## src/rtl/cmi_enc_pkg.sv

```systemverilog
package cmi_enc_pkg;

    // Number of half-bit chips emitted per input bit.
    localparam int unsigned CHIPS_PER_BIT = 2;
    localparam int unsigned TAIL_W        = CHIPS_PER_BIT - 1;

    // A symbol: MSB is the first chip sent on the line.
    typedef logic [CHIPS_PER_BIT-1:0] cmi_symbol_t;

    // Fixed code shapes for a zero bit.
    localparam cmi_symbol_t ZERO_NORMAL   = 2'b01;
    localparam cmi_symbol_t ZERO_VIOLATED = 2'b10;

    typedef enum logic {
        MODE_NRZ = 1'b0,
        MODE_CMI = 1'b1
    } line_mode_e;

endpackage

```

## src/rtl/cmi_symbol_map.sv

```systemverilog
module cmi_symbol_map
    import cmi_enc_pkg::*;
(
    input  logic        bit_i,
    input  logic        viol_i,
    input  logic        cmi_mode_i,
    input  logic        level_q_i,
    output cmi_symbol_t symbol_o,
    output logic        level_d_o
);

    logic mark_level;

    always_comb begin
        symbol_o   = '0;
        level_d_o  = level_q_i;
        mark_level = ~level_q_i;
        if (line_mode_e'(cmi_mode_i) == MODE_NRZ) begin
            // Pass-through: every chip is the data bit; violation ignored.
            symbol_o = {CHIPS_PER_BIT{bit_i}};
        end else if (!bit_i) begin
            symbol_o = viol_i ? ZERO_VIOLATED : ZERO_NORMAL;
        end else begin
            // A violated mark repeats the last sent level.
            mark_level = viol_i ? level_q_i : ~level_q_i;
            symbol_o   = {CHIPS_PER_BIT{mark_level}};
            level_d_o  = mark_level;
        end
    end

endmodule

```

## src/rtl/cmi_level_tracker.sv

```systemverilog
module cmi_level_tracker #(
    parameter logic INIT_LEVEL = 1'b0
) (
    input  logic clk_i,
    input  logic rst_ni,
    input  logic load_i,
    input  logic level_d_i,
    output logic level_q_o
);

    typedef struct packed {
        logic level;
    } trk_state_t;

    trk_state_t st_d, st_q;

    always_comb begin
        st_d = st_q;
        if (load_i) begin
            st_d.level = level_d_i;
        end
    end

    always_ff @(posedge clk_i or negedge rst_ni) begin
        if (!rst_ni) begin
            st_q.level <= INIT_LEVEL;
        end else begin
            st_q <= st_d;
        end
    end

    assign level_q_o = st_q.level;

endmodule

```

## src/rtl/cmi_chip_shifter.sv

```systemverilog
module cmi_chip_shifter
    import cmi_enc_pkg::*;
(
    input  logic        clk_i,
    input  logic        rst_ni,
    input  logic        load_i,
    input  cmi_symbol_t symbol_i,
    output logic        line_o
);

    typedef struct packed {
        logic              line;
        logic [TAIL_W-1:0] tail;
    } shf_state_t;

    shf_state_t st_d, st_q;

    always_comb begin
        st_d = st_q;
        if (load_i) begin
            st_d.line = symbol_i[CHIPS_PER_BIT-1];
            st_d.tail = symbol_i[TAIL_W-1:0];
        end else begin
            st_d.line = st_q.tail[TAIL_W-1];
            st_d.tail = st_q.tail << 1;
        end
    end

    always_ff @(posedge clk_i or negedge rst_ni) begin
        if (!rst_ni) begin
            st_q <= '0;
        end else begin
            st_q <= st_d;
        end
    end

    assign line_o = st_q.line;

endmodule

```

## src/rtl/cmi_status_reg.sv

```systemverilog
module cmi_status_reg (
    input  logic clk_i,
    input  logic rst_ni,
    input  logic out_en_i,
    input  logic cmi_mode_i,
    output logic status_o
);

    typedef struct packed {
        logic ok;
    } sts_state_t;

    sts_state_t st_d, st_q;

    always_comb begin
        st_d    = st_q;
        st_d.ok = out_en_i & cmi_mode_i;
    end

    always_ff @(posedge clk_i or negedge rst_ni) begin
        if (!rst_ni) begin
            st_q <= '0;
        end else begin
            st_q <= st_d;
        end
    end

    assign status_o = st_q.ok;

endmodule

```

## src/rtl/cmi_line_encoder.sv

```systemverilog
module cmi_line_encoder
    import cmi_enc_pkg::*;
#(
    parameter logic MARK_INIT_LEVEL = 1'b0
) (
    input  logic clk_i,
    input  logic rst_ni,
    input  logic bit_en_i,
    input  logic data_i,
    input  logic cmi_mode_i,
    input  logic viol_req_i,
    input  logic out_en_i,
    output logic line_o,
    output logic status_o
);

    cmi_symbol_t symbol;
    logic        level_q;
    logic        level_d;

    cmi_symbol_map u_map (
        .bit_i      (data_i),
        .viol_i     (viol_req_i),
        .cmi_mode_i (cmi_mode_i),
        .level_q_i  (level_q),
        .symbol_o   (symbol),
        .level_d_o  (level_d)
    );

    cmi_level_tracker #(
        .INIT_LEVEL (MARK_INIT_LEVEL)
    ) u_trk (
        .clk_i     (clk_i),
        .rst_ni    (rst_ni),
        .load_i    (bit_en_i),
        .level_d_i (level_d),
        .level_q_o (level_q)
    );

    cmi_chip_shifter u_shf (
        .clk_i    (clk_i),
        .rst_ni   (rst_ni),
        .load_i   (bit_en_i),
        .symbol_i (symbol),
        .line_o   (line_o)
    );

    cmi_status_reg u_sts (
        .clk_i      (clk_i),
        .rst_ni     (rst_ni),
        .out_en_i   (out_en_i),
        .cmi_mode_i (cmi_mode_i),
        .status_o   (status_o)
    );

endmodule

```

## config.mk

```make
export PLATFORM = sky130hd
export DESIGN_NAME = cmi_line_encoder
export DESIGN_NICKNAME = d
export VERILOG_FILES = /design/src/rtl/cmi_enc_pkg.sv /design/src/rtl/cmi_symbol_map.sv /design/src/rtl/cmi_level_tracker.sv /design/src/rtl/cmi_chip_shifter.sv /design/src/rtl/cmi_status_reg.sv /design/src/rtl/cmi_line_encoder.sv
export SDC_FILE = /design/constraint.sdc
export NUM_CORES = 1
export LEC_CHECK = 0
export BUFFER_PORTS_ARGS = -buffer_cell sky130_fd_sc_hd__buf_2
export CAP_MARGIN = 40
export CORE_AREA = 2 2 39 41
export CTS_BUF_LIST = sky130_fd_sc_hd__clkbuf_8
export CTS_CLUSTER_DIAMETER = 150
export CTS_CLUSTER_SIZE = 16
export DETAILED_ROUTE_END_ITERATION = 10
export DIE_AREA = 0 0 41 43
export HOLD_SLACK_MARGIN = 0.1
export SKIP_LAST_GASP = 1
export SYNTH_ARGS = -nofsm -noshare
export SYNTH_HDL_FRONTEND = slang
export SYNTH_SLANG_ARGS = --single-unit
```

## constraint.sdc

```tcl
create_clock -name clk_i -period 2.32 [get_ports clk_i]
set_input_delay 0.58 -clock clk_i [delete_from_list [all_inputs] [get_ports clk_i]]
set_output_delay 0.58 -clock clk_i [all_outputs]
set_load 0.02 [all_outputs]
```

* Word-level counts from Yosys, hierarchy flattened
Cells that the tools add are included.
** Operators by class
- Multiplexer cells :: 5
- Bitwise gates (word level) :: 2
- Reductions and logical operators :: 1
** Operators with widths (count)
- $mux W2 :: 4
- $reduce_and A3 Y1 :: 1
- $and A1 B1 Y1 :: 1
- $mux W1 :: 1
- $not A1 Y1 :: 1
** Storage, ports and cells
- Flip-flop bits (word level) :: 4

* Depth between registers and ports, before layout
Gate-level depths: netlist (run 1).
- Depth after elaboration :: 5
- Mapped depth :: 3

* Cells and area by module
Synthesis (run 1) repeated with hierarchy kept, for this count alone.
** Second synthesis, totals
- Cell total of the unflattened synthesis :: 19
- Area, all modules :: 212.7 um2
** By module, submodules not included
- cmi_chip_shifter :: instances 1, cells each 4, area an instance 72.6 um2, sequential area each 50.0 um2
- cmi_symbol_map :: instances 1, cells each 11, area an instance 68.8 um2, sequential area each 0.0 um2
- cmi_level_tracker :: instances 1, cells each 2, area an instance 40.0 um2, sequential area each 25.0 um2
- cmi_status_reg :: instances 1, cells each 2, area an instance 31.3 um2, sequential area each 25.0 um2

* Least setup slack after synthesis (run 1)
Ideal clock, no wire load.
- Path kind :: in2reg
- From :: input port viol_req_i
- To :: register u_shf.st_q (netlist bit u_shf.line_o)
- Library setup time :: 122 ps
- Arrival time :: 975 ps
- Path slack :: 1224 ps
- Stages on the path :: 3
- Cells stage by stage :: a21oi_1 nor2_1 a32o_1
** RTL lines
- start: declaration :: RTL line cmi_line_encoder.sv:11 : input logic viol_req_i,
- end signal: assignment :: RTL line cmi_chip_shifter.sv:33 : st_q <= st_d;
- end: declaration :: RTL line cmi_chip_shifter.sv:16 : shf_state_t st_d, st_q;

* Final worst setup path (run 1)
- From :: register u_shf.st_q (netlist bit u_shf.line_o)
- To :: output port line_o
** RTL lines
- end: declaration :: RTL line cmi_line_encoder.sv:13 : output logic line_o,
No word-level cell between the ends.

==> results of run 1 <==
## layout make-up
type | count | area share [%]
inverters | 1 | 1.29
repair buffers | 8 | 13.7
clock buffers | 3 | 14.2
multi-input cells | 13 | 29.6
well taps | 16 | 6.87
flip-flops and latches | 4 | 34.3
## stage by stage
| stage | setup slack [ns] | cell area [µm²] | power, mW | util [%] |
|---|---|---|---|---|
| floorplan | 1.22 | 190 | 0.125 | - |
| global placement | 1.06 | 250 | 0.142 | 18.1 |
| detailed placement | 1.04 | 250 | 0.143 | 18.1 |
| CTS | 1.02 | 292 | 0.293 | 21.1 |
| global route | 0.997 | 292 | 0.304 | 21.1 |
| finish | 1.03 | 292 | 0.287 | 21.1 |
## metal layers
layer  part of all wire, %  routed length (µm)  track usage, %  vias up
li1                      -                   -               -       88
met1                    48                 197            7.77       86
met2                    43                 177            6.25        7
met3                   9.7                  40            3.14        0
met4                     0                   0            6.00        0
met5                     0                   0               0        -
## kinds of logic after synthesis
family | after synthesis | synth area share (%)
buffers and inverters | 1 | 1.97
DFF | 4 | 52.6
xor gates and xnor gates | 1 | 4.61
AOI/OAI and AO/OA | 5 | 16.4
and+or+nand+nor | 7 | 24.3
## cell usage in the layout, fill, tap and decap left out, drive strengths merged
cell type / netlist / final
inv: 1 / 1
nand4b: 2 / 2
nor2: 1 / 1
a21oi: 3 / 3
and2: 1 / 1
clkbuf: 0 / 3
nand2: 1 / 1
a31oi: 1 / 1
nand3b: 1 / 1
xnor2: 1 / 1
a32o: 1 / 1
dfrtp: 4 / 4
buf: 0 / 8
nor2b: 1 / 1
## state kept, by name (all words and copies together) (netlist names)
register,cells
u_shf.line_o,1
u_trk.level_q_o,1
u_sts.status_o,1
u_shf.st_q,1
## report_power, final
group          switching [mW]  leakage (nW)  internal [mW]
sequential             0.0139        0.0501         0.0850
clock                  0.0339        0.0216          0.110
combinational          0.0200        0.0615         0.0234
total                  0.0678         0.133          0.219
## cell usage after synthesis
| library cell | instances | area, µm² |
|---|---|---|
| sky130_fd_sc_hd__nand3b_1 | 1 | 7.51 |
| sky130_fd_sc_hd__nor2_1 | 1 | 3.75 |
| sky130_fd_sc_hd__and2_2 | 1 | 7.51 |
| sky130_fd_sc_hd__a32o_1 | 1 | 10.0 |
| sky130_fd_sc_hd__a31oi_1 | 1 | 6.26 |
| sky130_fd_sc_hd__inv_1 | 1 | 3.75 |
| sky130_fd_sc_hd__dfrtp_1 | 4 | 100 |
| sky130_fd_sc_hd__xnor2_1 | 1 | 8.76 |
| sky130_fd_sc_hd__a21oi_1 | 3 | 15.0 |
| sky130_fd_sc_hd__nand2_1 | 1 | 3.75 |
| sky130_fd_sc_hd__nor2b_1 | 1 | 6.26 |
| sky130_fd_sc_hd__nand4b_1 | 2 | 17.5 |
## worst paths after layout
path / cells past startpoint / start / slack [ns] / endpoint
max: 1 / u_shf.line_o / 1.03 / line_o
min: 1 / rst_ni / 0.17 / u_trk.level_q_o
max reg2reg: 2 / u_trk.level_q_o / 1.37 / u_shf.line_o
min reg2reg: 1 / u_shf.st_q[0] / 0.46 / u_shf.line_o
max in group asynchronous: 1 / rst_ni / 2.04 / u_shf.st_q[0]
min in group clk_i: 1 / u_shf.st_q[0] / 0.46 / u_shf.line_o
==> report_table.html, run 1 <==
<table>
<tr><th>Metric</th><th>Value</th></tr>
<tr><th colspan="2">CTS</th></tr>
<tr><td>Clock Pin Slew Worst Setup and Hold Paths</td><td>0.03 ns</td></tr>
<tr><td>Clock tree sinks</td><td>4</td></tr>
<tr><td>Htree depth</td><td>1</td></tr>
<tr><td>Resized Gates After CTS</td><td>0</td></tr>
<tr><td>Insertion delay of the later-clocked pin in the worst-skew pair</td><td>0.21 ns</td></tr>
<tr><td>Hold-fix buffers at CTS</td><td>0</td></tr>
<tr><td>CTS root buf</td><td>sky130_fd_sc_hd__clkbuf_8</td></tr>
<tr><td>TritonCTS clock tree</td><td>built</td></tr>
<tr><td>Buffer levels on the longest clock path</td><td>2</td></tr>
<tr><td>Inserted Clock Buffers</td><td>3</td></tr>
<tr><td>Number of buffers inserted by post-CTS setup repair</td><td>0</td></tr>
<tr><th colspan="2">Synthesis</th></tr>
<tr><td>Number of distinct library cells after synthesis</td><td>12</td></tr>
<tr><td>Total of warnings raised by yosys</td><td>0</td></tr>
<tr><td>Mapped Nets</td><td>25</td></tr>
<tr><td>Seq/Total Area, Yosys</td><td>52.6%</td></tr>
<tr><td>Post-synth design cell area</td><td>190 µm²</td></tr>
<tr><td>#FFs+latches synth</td><td>4</td></tr>
<tr><td>Mean instance size in the synthesized netlist</td><td>10.6 µm²</td></tr>
<tr><td>Number of instances in the synthesized netlist</td><td>18</td></tr>
<tr><th colspan="2">Power and ir drop</th></tr>
<tr><td>Pleak</td><td>0.133 nW</td></tr>
<tr><td>Power Dens Cells</td><td>983 mW/mm²</td></tr>
<tr><td>Max IR drop VDD</td><td>about 0.00024 V</td></tr>
<tr><th colspan="2">STA</th></tr>
<tr><td>Final critical delay including setup and external delays</td><td>1.29 ns</td></tr>
<tr><td>Final Slew Violations</td><td>0</td></tr>
<tr><td>Relative slew margins</td><td>between 80% and 90%</td></tr>
<tr><td>Number of hold violations in the final report</td><td>0</td></tr>
<tr><td>Fmax</td><td>0.776 GHz</td></tr>
<tr><td>Post-route clock skew</td><td>0.000318 ns</td></tr>
<tr><td>Setup repair after global routing missed its margin</td><td>no</td></tr>
<tr><td>Setup-failing EPs final</td><td>0</td></tr>
<tr><td>Share of the clock period used by the worst path after layout</td><td>55.6%</td></tr>
<tr><td>Summed negative setup slack over all endpoints</td><td>0 ns</td></tr>
<tr><td>Worst slack on hold paths</td><td>0.165 ns</td></tr>
<tr><td>Transition time at the pin with the least slew margin</td><td>0.168 ns</td></tr>
<tr><th colspan="2">Floorplanning</th></tr>
<tr><td>Core region area</td><td>0.00138 mm²</td></tr>
<tr><td>I/O pin count</td><td>9</td></tr>
<tr><td>Floorplan die height</td><td>43 µm</td></tr>
<tr><td>Overall die area</td><td>0.00176 mm²</td></tr>
<tr><td>Initial Util</td><td>13.7%</td></tr>
<tr><td>Die boundary width</td><td>41 µm</td></tr>
<tr><td>Count of standard-cell rows</td><td>14</td></tr>
<tr><th colspan="2">Route</th></tr>
<tr><td>1st-pass router iterations</td><td>2</td></tr>
<tr><td>Drt initial violations</td><td>3</td></tr>
<tr><td>DR vias</td><td>approximately 180</td></tr>
<tr><td>Post-Route WL</td><td>414 µm</td></tr>
<tr><td>DR WL/cell</td><td>9.20 µm</td></tr>
<tr><td>Ratio of routed vias to standard cells</td><td>4.02</td></tr>
<tr><td>Post-detailed-route DRC marker count</td><td>0</td></tr>
<tr><td>Post-DRT Antenna Nets</td><td>0</td></tr>
<tr><th colspan="2">Global route</th></tr>
<tr><td>Initial antenna violation count</td><td>0</td></tr>
<tr><td>Pin count of the biggest net entering global routing</td><td>8</td></tr>
<tr><td>Number of global-route vias before repair</td><td>165</td></tr>
<tr><td>First-pass GRT wire length</td><td>655 µm</td></tr>
<tr><td>Overflow after GRT</td><td>0</td></tr>
<tr><td>Total GRT Usage</td><td>a little under 6%</td></tr>
<tr><th colspan="2">Worst setup path</th></tr>
<tr><td>Standard cell with the maximum stage delay on the critical path</td><td>sky130_fd_sc_hd__dfrtp_1</td></tr>
<tr><td>Worst path arrival time</td><td>0.71 ns</td></tr>
<tr><td>Crit Path Category</td><td>reg -&gt; out</td></tr>
<tr><td>Cell family contributing the most delay on the critical path</td><td>flip-flops</td></tr>
<tr><td>Startpoint class of the critical path</td><td>flip-flop</td></tr>
<tr><td>Crit path buffers/inverters</td><td>1</td></tr>
<tr><td>Type of element capturing the critical path</td><td>output port</td></tr>
<tr><td>Slowest cell delay on critical path</td><td>0.34 ns</td></tr>
<tr><td>Sequence of cells on the critical path</td><td>buf_2</td></tr>
<tr><td>Worst EP required</td><td>1.74 ns</td></tr>
<tr><td>CP max FO</td><td>1</td></tr>
<tr><th colspan="2">Placed design</th></tr>
<tr><td>I/O Buffers</td><td>8</td></tr>
<tr><td>Placed Cells incl. Taps</td><td>42</td></tr>
<tr><td>Final weighted congestion in routability-driven placement</td><td>0.774</td></tr>
<tr><th colspan="2">Cells and area</th></tr>
<tr><td>Final non-filler cell total</td><td>45</td></tr>
<tr><td>Area taken by flip-flops and latches</td><td>100 µm²</td></tr>
<tr><td>Number of fill cells in the layout</td><td>160</td></tr>
<tr><td>Area added between synthesis and finish</td><td>53.3%</td></tr>
<tr><td>Total area of multi-input combinational cells</td><td>between 80 and 90 µm²</td></tr>
<tr><td>Fraction of layout cells with a size suffix above 1</td><td>41.4%</td></tr>
<tr><td>Antenna Diode Count</td><td>0</td></tr>
<tr><td>Fin nets</td><td>38</td></tr>
<tr><th colspan="2">Worst hold path</th></tr>
<tr><td>Path type of the worst min-delay path</td><td>in -&gt; async</td></tr>
<tr><th colspan="2">Run</th></tr>
<tr><td>Max-cap viol count</td><td>0</td></tr>
<tr><th colspan="2">Status</th></tr>
<tr><td>Run status</td><td>complete, no violations</td></tr>
</table>
Power figures use the tool's default switching activity.
==> run 2, diff against run 1 <==
--- a/config.mk
+++ b/config.mk
@@ -5,6 +5,7 @@
 export SDC_FILE = /design/constraint.sdc
 export NUM_CORES = 1
 export LEC_CHECK = 0
+export ABC_AREA = 1
 export BUFFER_PORTS_ARGS = -buffer_cell sky130_fd_sc_hd__buf_2
 export CAP_MARGIN = 40
 export CORE_AREA = 2 2 39 41
==> constraint.sdc (replaced) <==
create_clock -name clk_i -period 1.3 [get_ports clk_i]
set_input_delay 0.325 -clock clk_i [delete_from_list [all_inputs] [get_ports clk_i]]
set_output_delay 0.325 -clock clk_i [all_outputs]
set_load 0.02 [all_outputs]
==> run 2 against run 1 <==
Flip-flop and latch count did not move. Clock power rose by 79%. Routed wire length decreased by 7.5%. Worst hold slack better by 0.14 ns. Critical path depth is the same. Combinational power increased by 41%. Global-route usage increased by 0.61 points. Via count is 0.55% higher. Die area stayed put. Critical endpoint is now status_o. Largest power group unchanged.
==> report_table.html, run 2 <==
<table>
<tr><th>Metric</th><th>Value</th></tr>
<tr><th colspan="2">Floorplanning</th></tr>
<tr><td>I/O pin count</td><td>9 (unchanged)</td></tr>
<tr><td>Core region area</td><td>0.00138 mm² (unchanged)</td></tr>
<tr><td>Floorplan die height</td><td>43 µm (unchanged)</td></tr>
<tr><td>Count of standard-cell rows</td><td>14 (unchanged)</td></tr>
<tr><td>Overall die area</td><td>0.00176 mm² (unchanged)</td></tr>
<tr><td>Die boundary width</td><td>41 µm (unchanged)</td></tr>
<tr><td>Initial Util</td><td>13.7% (about the same)</td></tr>
<tr><th colspan="2">Route</th></tr>
<tr><td>Post-detailed-route DRC marker count</td><td>0 (unchanged)</td></tr>
<tr><td>Post-DRT Antenna Nets</td><td>0 (unchanged)</td></tr>
<tr><td>DR vias</td><td>182 (was 181)</td></tr>
<tr><td>Ratio of routed vias to standard cells</td><td>3.43 (was 4.02)</td></tr>
<tr><td>DR WL/cell</td><td>7.23 µm (was 9.20 µm)</td></tr>
<tr><td>1st-pass router iterations</td><td>3 (was 2)</td></tr>
<tr><td>Drt initial violations</td><td>4 (was 3)</td></tr>
<tr><td>Post-Route WL</td><td>383 µm (was 414 µm)</td></tr>
<tr><th colspan="2">Worst setup path</th></tr>
<tr><td>Startpoint class of the critical path</td><td>flip-flop (unchanged)</td></tr>
<tr><td>CP max FO</td><td>1 (unchanged)</td></tr>
<tr><td>Crit Path Category</td><td>reg -&gt; out (unchanged)</td></tr>
<tr><td>Reg-to-Reg Start</td><td>u_trk.level_q_o (unchanged)</td></tr>
<tr><td>Critical Path Start</td><td>u_sts.status_o (was u_shf.line_o)</td></tr>
<tr><td>Type of element capturing the critical path</td><td>output port (unchanged)</td></tr>
<tr><td>Standard cell with the maximum stage delay on the critical path</td><td>sky130_fd_sc_hd__dfrtp_1 (unchanged)</td></tr>
<tr><td>Worst path arrival time</td><td>0.71 ns (about the same)</td></tr>
<tr><td>Count of cells along the worst register-to-register path</td><td>5 (was 2)</td></tr>
<tr><td>Sequence of cells on the critical path</td><td>buf_2 (unchanged)</td></tr>
<tr><td>Crit path depth</td><td>1 (unchanged)</td></tr>
<tr><td>Worst flop-to-flop path endpoint</td><td>u_shf.line_o (unchanged)</td></tr>
<tr><td>Slowest cell delay on critical path</td><td>0.34 ns (about the same)</td></tr>
<tr><td>Worst setup endpoint</td><td>status_o (was line_o)</td></tr>
<tr><td>Worst EP required</td><td>0.98 ns (was 1.74 ns)</td></tr>
<tr><td>Register-to-Register Setup Slack</td><td>0.49 ns (was 1.37 ns)</td></tr>
<tr><td>Crit path buffers/inverters</td><td>1 (unchanged)</td></tr>
<tr><td>Cell family contributing the most delay on the critical path</td><td>flip-flops (unchanged)</td></tr>
<tr><th colspan="2">Synthesis</th></tr>
<tr><td>Combinational family with the most area after synthesis</td><td>simple AND/OR/NAND/NOR gates (unchanged)</td></tr>
<tr><td>Dominant cell type by area after synthesis</td><td>sky130_fd_sc_hd__dfrtp_1 (unchanged)</td></tr>
<tr><td>Area share of fa/ha/maj cells after synthesis</td><td>0% (unchanged)</td></tr>
<tr><td>Seq/Total Area, Yosys</td><td>53.0% (was 52.6%)</td></tr>
<tr><td>Leading cell types by total area after synthesis</td><td>sky130_fd_sc_hd__dfrtp_1 53%, sky130_fd_sc_hd__nand2_1 18%, sky130_fd_sc_hd__inv_1 7.9%, sky130_fd_sc_hd__a21oi_1 5.3%, sky130_fd_sc_hd__nand3_1 5.3% (was sky130_fd_sc_hd__dfrtp_1 53%, sky130_fd_sc_hd__nand4b_1 9.2%, sky130_fd_sc_hd__a21oi_1 7.9%, sky130_fd_sc_hd__a32o_1 5.3%, sky130_fd_sc_hd__xnor2_1 4.6%)</td></tr>
<tr><td>Synth Area in Compound Gates</td><td>9.93% (was 16.4%)</td></tr>
<tr><td>Predominant post-synthesis flop cell</td><td>sky130_fd_sc_hd__dfrtp_1 (unchanged)</td></tr>
<tr><td>Mapped Nets</td><td>32 (was 25)</td></tr>
<tr><td>Multiplexer share of the synthesized area</td><td>0% (unchanged)</td></tr>
<tr><td>Number of distinct library cells after synthesis</td><td>8 (was 12)</td></tr>
<tr><td>Number of instances in the synthesized netlist</td><td>25 (was 18)</td></tr>
<tr><td>Post-synth design cell area</td><td>189 µm² (was 190 µm²)</td></tr>
<tr><td>Total of warnings raised by yosys</td><td>0 (unchanged)</td></tr>
<tr><td>Most common cell in the netlist</td><td>sky130_fd_sc_hd__nand2_1 (was sky130_fd_sc_hd__dfrtp_1)</td></tr>
<tr><td>Synthesized-area fraction occupied by and/or/nand/nor cells</td><td>27.2% (was 24.3%)</td></tr>
<tr><td>Area share of the largest cell type after synthesis</td><td>53.0% (was 52.6%)</td></tr>
<tr><td>#FFs+latches synth</td><td>4 (unchanged)</td></tr>
<tr><td>Top post-synthesis cells by count</td><td>9 x sky130_fd_sc_hd__nand2_1, 4 x sky130_fd_sc_hd__dfrtp_1, 4 x sky130_fd_sc_hd__inv_1 (was 4 x sky130_fd_sc_hd__dfrtp_1, 3 x sky130_fd_sc_hd__a21oi_1, 2 x sky130_fd_sc_hd__nand4b_1)</td></tr>
<tr><td>Share of synthesized registers carrying an async set or reset</td><td>100% (unchanged)</td></tr>
<tr><td>EDFF count, synth</td><td>0 (unchanged)</td></tr>
<tr><td>Mean instance size in the synthesized netlist</td><td>7.56 µm² (was 10.6 µm²)</td></tr>
<tr><td>Post-synthesis xor/xnor area fraction</td><td>0% (was 4.61%)</td></tr>
<tr><th colspan="2">Global route</th></tr>
<tr><td>Overflow after GRT</td><td>0 (unchanged)</td></tr>
<tr><td>First-pass GRT wire length</td><td>648 µm (was 655 µm)</td></tr>
<tr><td>Initial antenna violation count</td><td>0 (unchanged)</td></tr>
<tr><td>Total GRT Usage</td><td>6.55% (was 5.94%)</td></tr>
<tr><td>Number of global-route vias before repair</td><td>166 (was 165)</td></tr>
<tr><td>Pin count of the biggest net entering global routing</td><td>5 (was 8)</td></tr>
<tr><th colspan="2">Cells and area</th></tr>
<tr><td>Fin nets</td><td>46 (was 38)</td></tr>
<tr><td>Antenna Diode Count</td><td>0 (unchanged)</td></tr>
<tr><td>Number of fill cells in the layout</td><td>160 (unchanged)</td></tr>
<tr><td>Area taken by flip-flops and latches</td><td>100 µm² (unchanged)</td></tr>
<tr><td>Final non-filler cell total</td><td>53 (was 45)</td></tr>
<tr><td>Area added between synthesis and finish</td><td>58.9% (was 53.3%)</td></tr>
<tr><td>Most common library cell in the layout ignoring fill and taps</td><td>sky130_fd_sc_hd__nand2_1 (was sky130_fd_sc_hd__buf_2)</td></tr>
<tr><td>Final standard cell area without fillers</td><td>300 µm² (was 292 µm²)</td></tr>
<tr><td>Most used cells in the layout excluding fill and tap cells</td><td>9 x sky130_fd_sc_hd__nand2_1, 8 x sky130_fd_sc_hd__buf_2, 4 x sky130_fd_sc_hd__inv_1, 4 x sky130_fd_sc_hd__dfrtp_1, 3 x sky130_fd_sc_hd__clkbuf_8 (was 8 x sky130_fd_sc_hd__buf_2, 4 x sky130_fd_sc_hd__dfrtp_1, 3 x sky130_fd_sc_hd__a21oi_1, 3 x sky130_fd_sc_hd__clkbuf_8, 2 x sky130_fd_sc_hd__nand4b_1)</td></tr>
<tr><td>Total area of multi-input combinational cells</td><td>70.1 µm² (was 86.3 µm²)</td></tr>
<tr><td>Fraction of layout cells with a size suffix above 1</td><td>32.4% (was 41.4%)</td></tr>
<tr><th colspan="2">Placed design</th></tr>
<tr><td>Placed Cells incl. Taps</td><td>49 (was 42)</td></tr>
<tr><td>I/O Buffers</td><td>8 (unchanged)</td></tr>
<tr><td>Final weighted congestion in routability-driven placement</td><td>0.618 (was 0.774)</td></tr>
<tr><td>HPWL reported at the end of detailed placement</td><td>around 300 µm</td></tr>
<tr><td>Area after detailed placement</td><td>249 µm² (was 250 µm²)</td></tr>
<tr><th colspan="2">CTS</th></tr>
<tr><td>Resized Gates After CTS</td><td>0 (unchanged)</td></tr>
<tr><td>Hold-fix buffers at CTS</td><td>1 (was 0)</td></tr>
<tr><td>Buffer levels on the longest clock path</td><td>2 (unchanged)</td></tr>
<tr><td>Inserted Clock Buffers</td><td>3 (unchanged)</td></tr>
<tr><td>Insertion delay of the later-clocked pin in the worst-skew pair</td><td>0.21 ns (about the same)</td></tr>
<tr><td>Number of buffers inserted by post-CTS setup repair</td><td>0 (unchanged)</td></tr>
<tr><td>CTS root buf</td><td>sky130_fd_sc_hd__clkbuf_8 (unchanged)</td></tr>
<tr><td>Htree depth</td><td>1 (unchanged)</td></tr>
<tr><td>Clock tree sinks</td><td>4 (unchanged)</td></tr>
<tr><td>Clock Pin Slew Worst Setup and Hold Paths</td><td>0.03 ns (about the same)</td></tr>
<tr><td>TritonCTS clock tree</td><td>built (unchanged)</td></tr>
<tr><th colspan="2">Power and ir drop</th></tr>
<tr><td>Max IR drop VDD</td><td>0.000397 V (was 0.000242 V)</td></tr>
<tr><td>Power Dens Cells</td><td>1550 mW/mm² (was 983 mW/mm²)</td></tr>
<tr><td>Pleak</td><td>0.174 nW (was 0.133 nW)</td></tr>
<tr><th colspan="2">STA</th></tr>
<tr><td>Relative slew margins</td><td>92.4% (was 88.8%)</td></tr>
<tr><td>Setup repair after global routing missed its margin</td><td>no (unchanged)</td></tr>
<tr><td>Summed negative setup slack over all endpoints</td><td>0 ns (unchanged)</td></tr>
<tr><td>Setup-failing EPs final</td><td>0 (unchanged)</td></tr>
<tr><td>Number of hold violations in the final report</td><td>0 (unchanged)</td></tr>
<tr><td>Worst slack on hold paths</td><td>0.306 ns (was 0.165 ns)</td></tr>
<tr><td>Final critical delay including setup and external delays</td><td>1.03 ns</td></tr>
<tr><td>Transition time at the pin with the least slew margin</td><td>0.114 ns (was 0.168 ns)</td></tr>
<tr><td>Fmax</td><td>0.970 GHz</td></tr>
<tr><td>Post-route clock skew</td><td>0.0000578 ns (was 0.000318 ns)</td></tr>
<tr><td>Share of the clock period used by the worst path after layout</td><td>79.3%</td></tr>
<tr><td>Final Slew Violations</td><td>0 (unchanged)</td></tr>
<tr><th colspan="2">Status</th></tr>
<tr><td>Run status</td><td>complete, no violations (unchanged)</td></tr>
<tr><th colspan="2">Run</th></tr>
<tr><td>Max-cap viol count</td><td>0 (unchanged)</td></tr>
<tr><th colspan="2">Worst hold path</th></tr>
<tr><td>Path type of the worst min-delay path</td><td>in -&gt; reg (was in -&gt; async)</td></tr>
</table>
run 2: cell types whose count changed after synthesis, moves of 2 or more:
cell | previous run | this run
sky130_fd_sc_hd__inv_1 | 1 | 4
sky130_fd_sc_hd__nand4b_1 | 2 | 0
sky130_fd_sc_hd__nand3_1 | 0 | 2
sky130_fd_sc_hd__nand2_1 | 1 | 9
run 2: cells by family (layout without fill, tap and decap cells):
| kind of cell | Yosys count | in the layout |
|---|---|---|
| compound gates | 3 | 3 |
| simple gates | 13 | 13 |
| buf+inv | 5 | 17 |
| flops | 4 | 4 |
run 2: area by class of cell:
| type | instances | share of cell area, % |
|---|---|---|
| Tap cell | 16 | 6.67 |
| Sequential cell | 4 | 33.3 |
| Multi-Input combinational cell | 16 | 23.3 |
| Timing Repair Buffer | 9 | 16.7 |
| Inverter | 5 | 6.25 |
| Clock buffer | 3 | 13.7 |
run 2: per-layer routing:
metal	vias to the layer above	GRT usage (%)	wire [µm]
met5	-	0	0
met4	0	12.0	0
met3	0	3.14	33
met2	7	5.94	173
met1	76	7.14	176
li1	99	-	-
run 2: worst min-delay path by stage:
stage	from	endpoint	slack (ns)	depth (start not counted)
CTS	out_en_i	u_sts.status_o	0.30	3
finish	out_en_i	u_sts.status_o	0.31	3
global placement	rst_ni	u_sts.status_o	0.13	1
floorplan	rst_ni	u_shf.line_o	0.03	0
global route	out_en_i	u_sts.status_o	0.32	3
detailed placement	rst_ni	u_sts.status_o	0.13	1
run 2: report_power, final:
group	internal [mW]	switching [mW]	total, mW
Combinational	0.0258	0.0354	0.0612
Sequential	0.140	0.00623	0.146
Clock	0.197	0.0605	0.258
Total	0.362	0.102	0.465
run 2: through the flow:
stage	power, mW	util (%)	setup WS, ns
final	0.465	21.7	0.269
after global routing	0.494	21.7	0.243
after CTS	0.476	21.7	0.260
after detailed placement	0.206	18.0	0.408
after global placement	0.205	18.0	0.416
after floorplan	0.182	-	0.559
